### src/rtl/hsd_diag_pkg.sv
package hsd_diag_pkg;
  localparam int CH_N = 2;

  typedef struct packed {
    logic            tick;
    logic            supplyOk;
    logic [CH_N-1:0] thermLatch;
  } ctlStrobe_t;
endpackage

### src/rtl/hsd_diag_filter.sv
module hsd_diag_filter #(
  parameter int LIM = 20
) (
  input  logic clk,
  input  logic rstN,
  input  logic tick,
  input  logic cond,
  output logic done
);
  localparam int CW = $clog2(LIM + 1);
  localparam logic [CW-1:0] CNT_LAST = CW'(LIM);

  logic [CW-1:0] cnt;

  always_ff @(posedge clk or negedge rstN) begin
    if (!rstN)                       cnt <= '0;
    else if (!cond)                  cnt <= '0;
    else if (tick && cnt != CNT_LAST) cnt <= cnt + 1'b1;
  end

  assign done = (cnt == CNT_LAST);
endmodule

### src/rtl/hsd_diag_ctrl.sv
module hsd_diag_ctrl
  import hsd_diag_pkg::*;
#(
  parameter int CLK_PER_US = 50
) (
  input  logic            clk,
  input  logic            rstN,
  input  logic [CH_N-1:0] otFlag,
  input  logic [CH_N-1:0] trFlag,
  input  logic            uvFlag,
  input  logic            ovFlag,
  output ctlStrobe_t      strobe
);
  localparam int PW = (CLK_PER_US > 1) ? $clog2(CLK_PER_US) : 1;
  localparam logic [PW-1:0] PRE_LAST = PW'(CLK_PER_US - 1);

  logic [PW-1:0]   preCnt;
  logic [CH_N-1:0] latchQ;

  always_ff @(posedge clk or negedge rstN) begin
    if (!rstN)                  preCnt <= '0;
    else if (preCnt == PRE_LAST) preCnt <= '0;
    else                        preCnt <= preCnt + 1'b1;
  end

  for (genvar c = 0; c < CH_N; c++) begin : g_latch
    always_ff @(posedge clk or negedge rstN) begin
      if (!rstN)          latchQ[c] <= 1'b0;
      else if (otFlag[c]) latchQ[c] <= 1'b1;
      else if (trFlag[c]) latchQ[c] <= 1'b0;
    end
  end

  always_comb begin
    strobe.tick       = (preCnt == PRE_LAST);
    strobe.supplyOk   = ~(uvFlag | ovFlag);
    strobe.thermLatch = latchQ;
  end
endmodule

### src/rtl/hsd_diag_dpath.sv
module hsd_diag_dpath
  import hsd_diag_pkg::*;
#(
  parameter int OVL_DLY_US   = 20,
  parameter int OLON_DLY_US  = 200,
  parameter int OLOFF_DLY_US = 1000
) (
  input  logic            clk,
  input  logic            rstN,
  input  ctlStrobe_t      strobe,
  input  logic [CH_N-1:0] inReq,
  input  logic [CH_N-1:0] ilimFlag,
  input  logic [CH_N-1:0] olOnFlag,
  input  logic [CH_N-1:0] voutHiFlag,
  output logic [CH_N-1:0] gateEn,
  output logic [CH_N-1:0] statPullDn
);
  for (genvar c = 0; c < CH_N; c++) begin : g_ch
    logic thermDone, olOnDone, olOffDone;
    logic olOnCond, olOffCond, statNext;

    assign olOnCond  = inReq[c] & olOnFlag[c] & ~ilimFlag[c] & ~strobe.thermLatch[c];
    assign olOffCond = ~inReq[c] & voutHiFlag[c];

    hsd_diag_filter #(.LIM(OVL_DLY_US)) u_therm (
      .clk(clk), .rstN(rstN), .tick(strobe.tick),
      .cond(strobe.thermLatch[c]), .done(thermDone));

    hsd_diag_filter #(.LIM(OLON_DLY_US)) u_olOn (
      .clk(clk), .rstN(rstN), .tick(strobe.tick),
      .cond(olOnCond), .done(olOnDone));

    hsd_diag_filter #(.LIM(OLOFF_DLY_US)) u_olOff (
      .clk(clk), .rstN(rstN), .tick(strobe.tick),
      .cond(olOffCond), .done(olOffDone));

    assign statNext = strobe.supplyOk &
                      ((inReq[c] & (thermDone | olOnDone)) | (~inReq[c] & olOffDone));

    always_ff @(posedge clk or negedge rstN) begin
      if (!rstN) statPullDn[c] <= 1'b0;
      else       statPullDn[c] <= statNext;
    end

    assign gateEn[c] = inReq[c] & ~strobe.thermLatch[c] & strobe.supplyOk;
  end
endmodule

### src/rtl/hsd_diag.sv
module hsd_diag
  import hsd_diag_pkg::*;
#(
  parameter int CLK_PER_US   = 50,
  parameter int OVL_DLY_US   = 20,
  parameter int OLON_DLY_US  = 200,
  parameter int OLOFF_DLY_US = 1000
) (
  input  logic       clk,
  input  logic       rstN,
  input  logic [1:0] inReq,
  input  logic [1:0] otFlag,
  input  logic [1:0] trFlag,
  input  logic [1:0] ilimFlag,
  input  logic [1:0] olOnFlag,
  input  logic [1:0] voutHiFlag,
  input  logic       uvFlag,
  input  logic       ovFlag,
  output logic [1:0] gateEn,
  output logic [1:0] statPullDn
);
  ctlStrobe_t strobe;

  hsd_diag_ctrl #(.CLK_PER_US(CLK_PER_US)) u_ctrl (
    .clk(clk), .rstN(rstN), .otFlag(otFlag), .trFlag(trFlag),
    .uvFlag(uvFlag), .ovFlag(ovFlag), .strobe(strobe));

  hsd_diag_dpath #(
    .OVL_DLY_US(OVL_DLY_US), .OLON_DLY_US(OLON_DLY_US), .OLOFF_DLY_US(OLOFF_DLY_US)
  ) u_dpath (
    .clk(clk), .rstN(rstN), .strobe(strobe), .inReq(inReq),
    .ilimFlag(ilimFlag), .olOnFlag(olOnFlag), .voutHiFlag(voutHiFlag),
    .gateEn(gateEn), .statPullDn(statPullDn));
endmodule

### config.mk
export PLATFORM = sky130hd
export DESIGN_NAME = hsd_diag
export DESIGN_NICKNAME = d
export VERILOG_FILES = /design/src/rtl/hsd_diag_pkg.sv /design/src/rtl/hsd_diag_filter.sv /design/src/rtl/hsd_diag_ctrl.sv /design/src/rtl/hsd_diag_dpath.sv /design/src/rtl/hsd_diag.sv
export SDC_FILE = /design/constraint.sdc
export NUM_CORES = 1
export LEC_CHECK = 0
export BUFFER_PORTS_ARGS = -buffer_cell sky130_fd_sc_hd__buf_2
export CAP_MARGIN = 30
export CORE_MARGIN = 5
export CORE_UTILIZATION = 45
export DETAILED_ROUTE_END_ITERATION = 12
export GPL_ROUTABILITY_DRIVEN = 0
export PLACE_DENSITY_LB_ADDON = 0.1
export SETUP_SLACK_MARGIN = 0.02
export SKIP_LAST_GASP = 1
export SYNTH_ARGS = -nofsm -noshare
export SYNTH_HDL_FRONTEND = slang
export SYNTH_SLANG_ARGS = --single-unit
### constraint.sdc
create_clock -name clk -period 2.4 [get_ports clk]
set_input_delay 0.48 -clock clk [delete_from_list [all_inputs] [get_ports clk]]
set_output_delay 0.48 -clock clk [all_outputs]
set_load 0.005 [all_outputs]
==> impl_metrics.env <==
export IMPL_htree_levels=2
export IMPL_synth_flop_cell="dfrtp_1"
export IMPL_dp_cells=419
export IMPL_ctsRootBufferMaster="clkbuf_8"
export IMPL_post_cts_setup_buffers=0
export IMPL_synth_compound_area_frac=0.0842
export IMPL_fin_skew_ps=7.30
export IMPL_worstSetupPathType="reg2reg"
export IMPL_grt_overflow=0
export IMPL_ir_drop_uv=241
export IMPL_slew_headroom=0.539
export IMPL_yosysSeqAreaShare=0.462
export IMPL_postCtsResizedCells=0
export IMPL_hp_class="in2async"
export IMPL_fillers=657
export IMPL_grt_max_degree=35
export IMPL_netlist_area_sq_mm=0.00303
export IMPL_final_cell_mix="dfrtp_1, nor2_1, nand3_1"
export IMPL_setup_viol=0
export IMPL_start_util=0.454
export IMPL_cts_hold_buffers_added=0
export IMPL_power_density_mw_per_mm2=493
export IMPL_clk_latency_ps=310
export IMPL_run_status="completed"
export IMPL_grt_pass1_wl_um=11100
export IMPL_synth_xor_area_frac=0.0751
export IMPL_grt_pass1_vias=2339
export IMPL_grt_antenna_before_repair=0
export IMPL_synthesis_nets=350
export IMPL_postRouteAntennaNets=0
export IMPL_tns_ps=0
export IMPL_drv_cap=0
export IMPL_vias=2366
export IMPL_synth_simple_area_share=0.274
export IMPL_syn_inst=320
export IMPL_drt_total_wl_um=6360
export IMPL_hold_viol=0
export IMPL_synth_area_per_cell_sq_um=9.47
export IMPL_pin_count=20
export IMPL_yosysWarnings=0
export IMPL_synth_top_family_by_area="simple AND/OR/NAND/NOR gates"
export IMPL_cts_tree="done"
export IMPL_clockBufferDepth=2
export IMPL_worstPathRequired_ps=2630
export IMPL_final_nets=376
export IMPL_routedWlPerCell_um=14.9
export IMPL_ys_seq_elements=56
export IMPL_p_leak_nw=1.44
export IMPL_n_antenna_cell=0
export IMPL_dp_hpwl_um=4680
export IMPL_synth_fa_ha_area_frac=0.0578
export IMPL_drive_above_1_share=0.121
export IMPL_dr_pass1_iters=4
export IMPL_die_h_um=92.1
export IMPL_drtIter0Drc=100
export IMPL_cts_buffers=5
export IMPL_synth_edf_count=0
export IMPL_core_area_sq_mm=0.00668
export IMPL_drv_slew=0
export IMPL_cts_sinks=56
export IMPL_synthDistinctLibCells=44
export IMPL_tightest_slew_ps=684
export IMPL_viasPerCell=5.54
export IMPL_portBuffers=19
export IMPL_cp_start_kind="register"
export IMPL_route_detailed_drc=0
export IMPL_mostFrequentLayoutCell="dfrtp_1"
export IMPL_track_usage=0.163
export IMPL_r2r_setup_slack_ps=310
export IMPL_fp_row_count=30
export IMPL_clock_fmax_mhz=480
export IMPL_path_max_fanout=6
export IMPL_fin_util=0.510
export IMPL_finalWorstPathRequiredPeriod_ps=2090
export IMPL_cts_reportedPaths_clkPinSlew_ps=100
export IMPL_cp_end_kind="register"
export IMPL_fp_dieW_um=92.1
export IMPL_rsz0062_at_grt="false"
export IMPL_yosys_mux_area_fraction=0.00660
export IMPL_cp_data_arrival_time_ps=2320
export IMPL_area_growth_pct=12.3
export IMPL_finalCritPeriodShare=0.869
export IMPL_fin_cells=427
export IMPL_die_area_sq_mm=0.00848
export IMPL_async_reset_ff_frac=1.00
worst paths after layout:
kind,startpoint,endpoint,cells after the start
worst max-delay path,u_ctrl.preCnt[1],u_dpath.g_ch[1].u_olOn.cnt[7],7
worst min-delay path,rstN,u_dpath.g_ch[0].u_olOff.cnt[4],1
worst max register to register,u_ctrl.preCnt[1],u_dpath.g_ch[1].u_olOn.cnt[7],7
worst min register to register,u_ctrl.preCnt[0],u_ctrl.preCnt[0],1
max in group asynchronous,rstN,u_dpath.g_ch[1].u_olOn.cnt[5],2
min in group clk,otFlag[1],u_ctrl.strobe[1],2
where the power goes:
| part | switching [mW] | internal (mW) |
|---|---|---|
| registers | 0.00618 | 0.946 |
| clock network | 0.297 | 0.368 |
| logic | 0.0381 | 0.0230 |
| total | 0.341 | 1.34 |
flip-flops by register name, indices dropped and copies added, names as in the netlist:
| signal | count |
|---|---|
| u_dpath.g_ch.u_olOff.cnt | 20 |
| u_dpath.g_ch.u_olOn.cnt | 16 |
| u_dpath.g_ch.u_therm.cnt | 10 |
| u_ctrl.preCnt | 6 |
| u_ctrl.strobe | 2 |
| u_dpath.statPullDn | 2 |
synthesized netlist by cell type (all sizes together), types with 2 or more instances:
cell	number	share of area
xor2	6	0.017
a21boi	2	0.0050
nor4	9	0.019
dfrtp	56	0.46
nor4b	2	0.0058
o22ai	2	0.0041
and3	3	0.0062
a21o	2	0.0050
nor2b	2	0.0041
nand4	12	0.025
nor3b	2	0.0066
nand4b	3	0.0087
buf	4	0.0054
mux2i	2	0.0066
nor2	25	0.031
nand3	23	0.038
ha	14	0.058
or4	8	0.021
o21ai	13	0.021
o211ai	2	0.0050
o31ai	3	0.0074
xnor2	20	0.058
a21oi	15	0.025
or3	5	0.010
nand2	21	0.026
nor3	10	0.017
or3b	2	0.0058
inv	21	0.026
nand2b	4	0.0083
clkbuf	7	0.0087
nand4bb	2	0.0074
and2	9	0.019
stage by stage:
stage | hold WS, ps | area (sq um) | total power [mW] | worst slack [ps]
3_5_place_dp | 490 | 3280 | 1.04 | 324
4_1_cts | 167 | 3410 | 1.71 | 323
6_report | 148 | 3410 | 1.68 | 315
5_1_grt | 187 | 3410 | 1.76 | 208
2_1_floorplan | 184 | 3030 | 0.989 | 441
3_3_place_gp | 485 | 3280 | 1.03 | 377
metal layers:
metal  wire length [um]  vias to the layer above  global-route usage
met2               3010                       30               0.264
met1               3120                     1150               0.221
met3                164                        5              0.0328
met4                 63                        0              0.0446
li1                   -                     1181                   -
met5                  0                        -                   0
area by class of cell:
class	count	area, sq um	share of cell area
tap	80	100	0.0294
clock inverter	1	30.0	0.00882
clock buffer	7	96.3	0.0283
inverter	21	78.8	0.0231
timing repair buffer	30	190	0.0558
sequential	56	1400	0.411
multi-input combinational	232	1510	0.443
kinds of logic after synthesis:
logic type	after synthesis
simple gates	147
flops	56
compound gates	43
buf+inv	32
xor+xnor	26
fa+ha+maj	14
mux	2
worst max-delay path, stage by stage (launching register included):
cell	delay, ps
dfrtp_1	410
inv_1	60
ha_1	170
nand2_1	170
buf_4	210
nor4_1	460
or3b_1	390
a21oi_1	150
(Power assumes the default switching activity.)
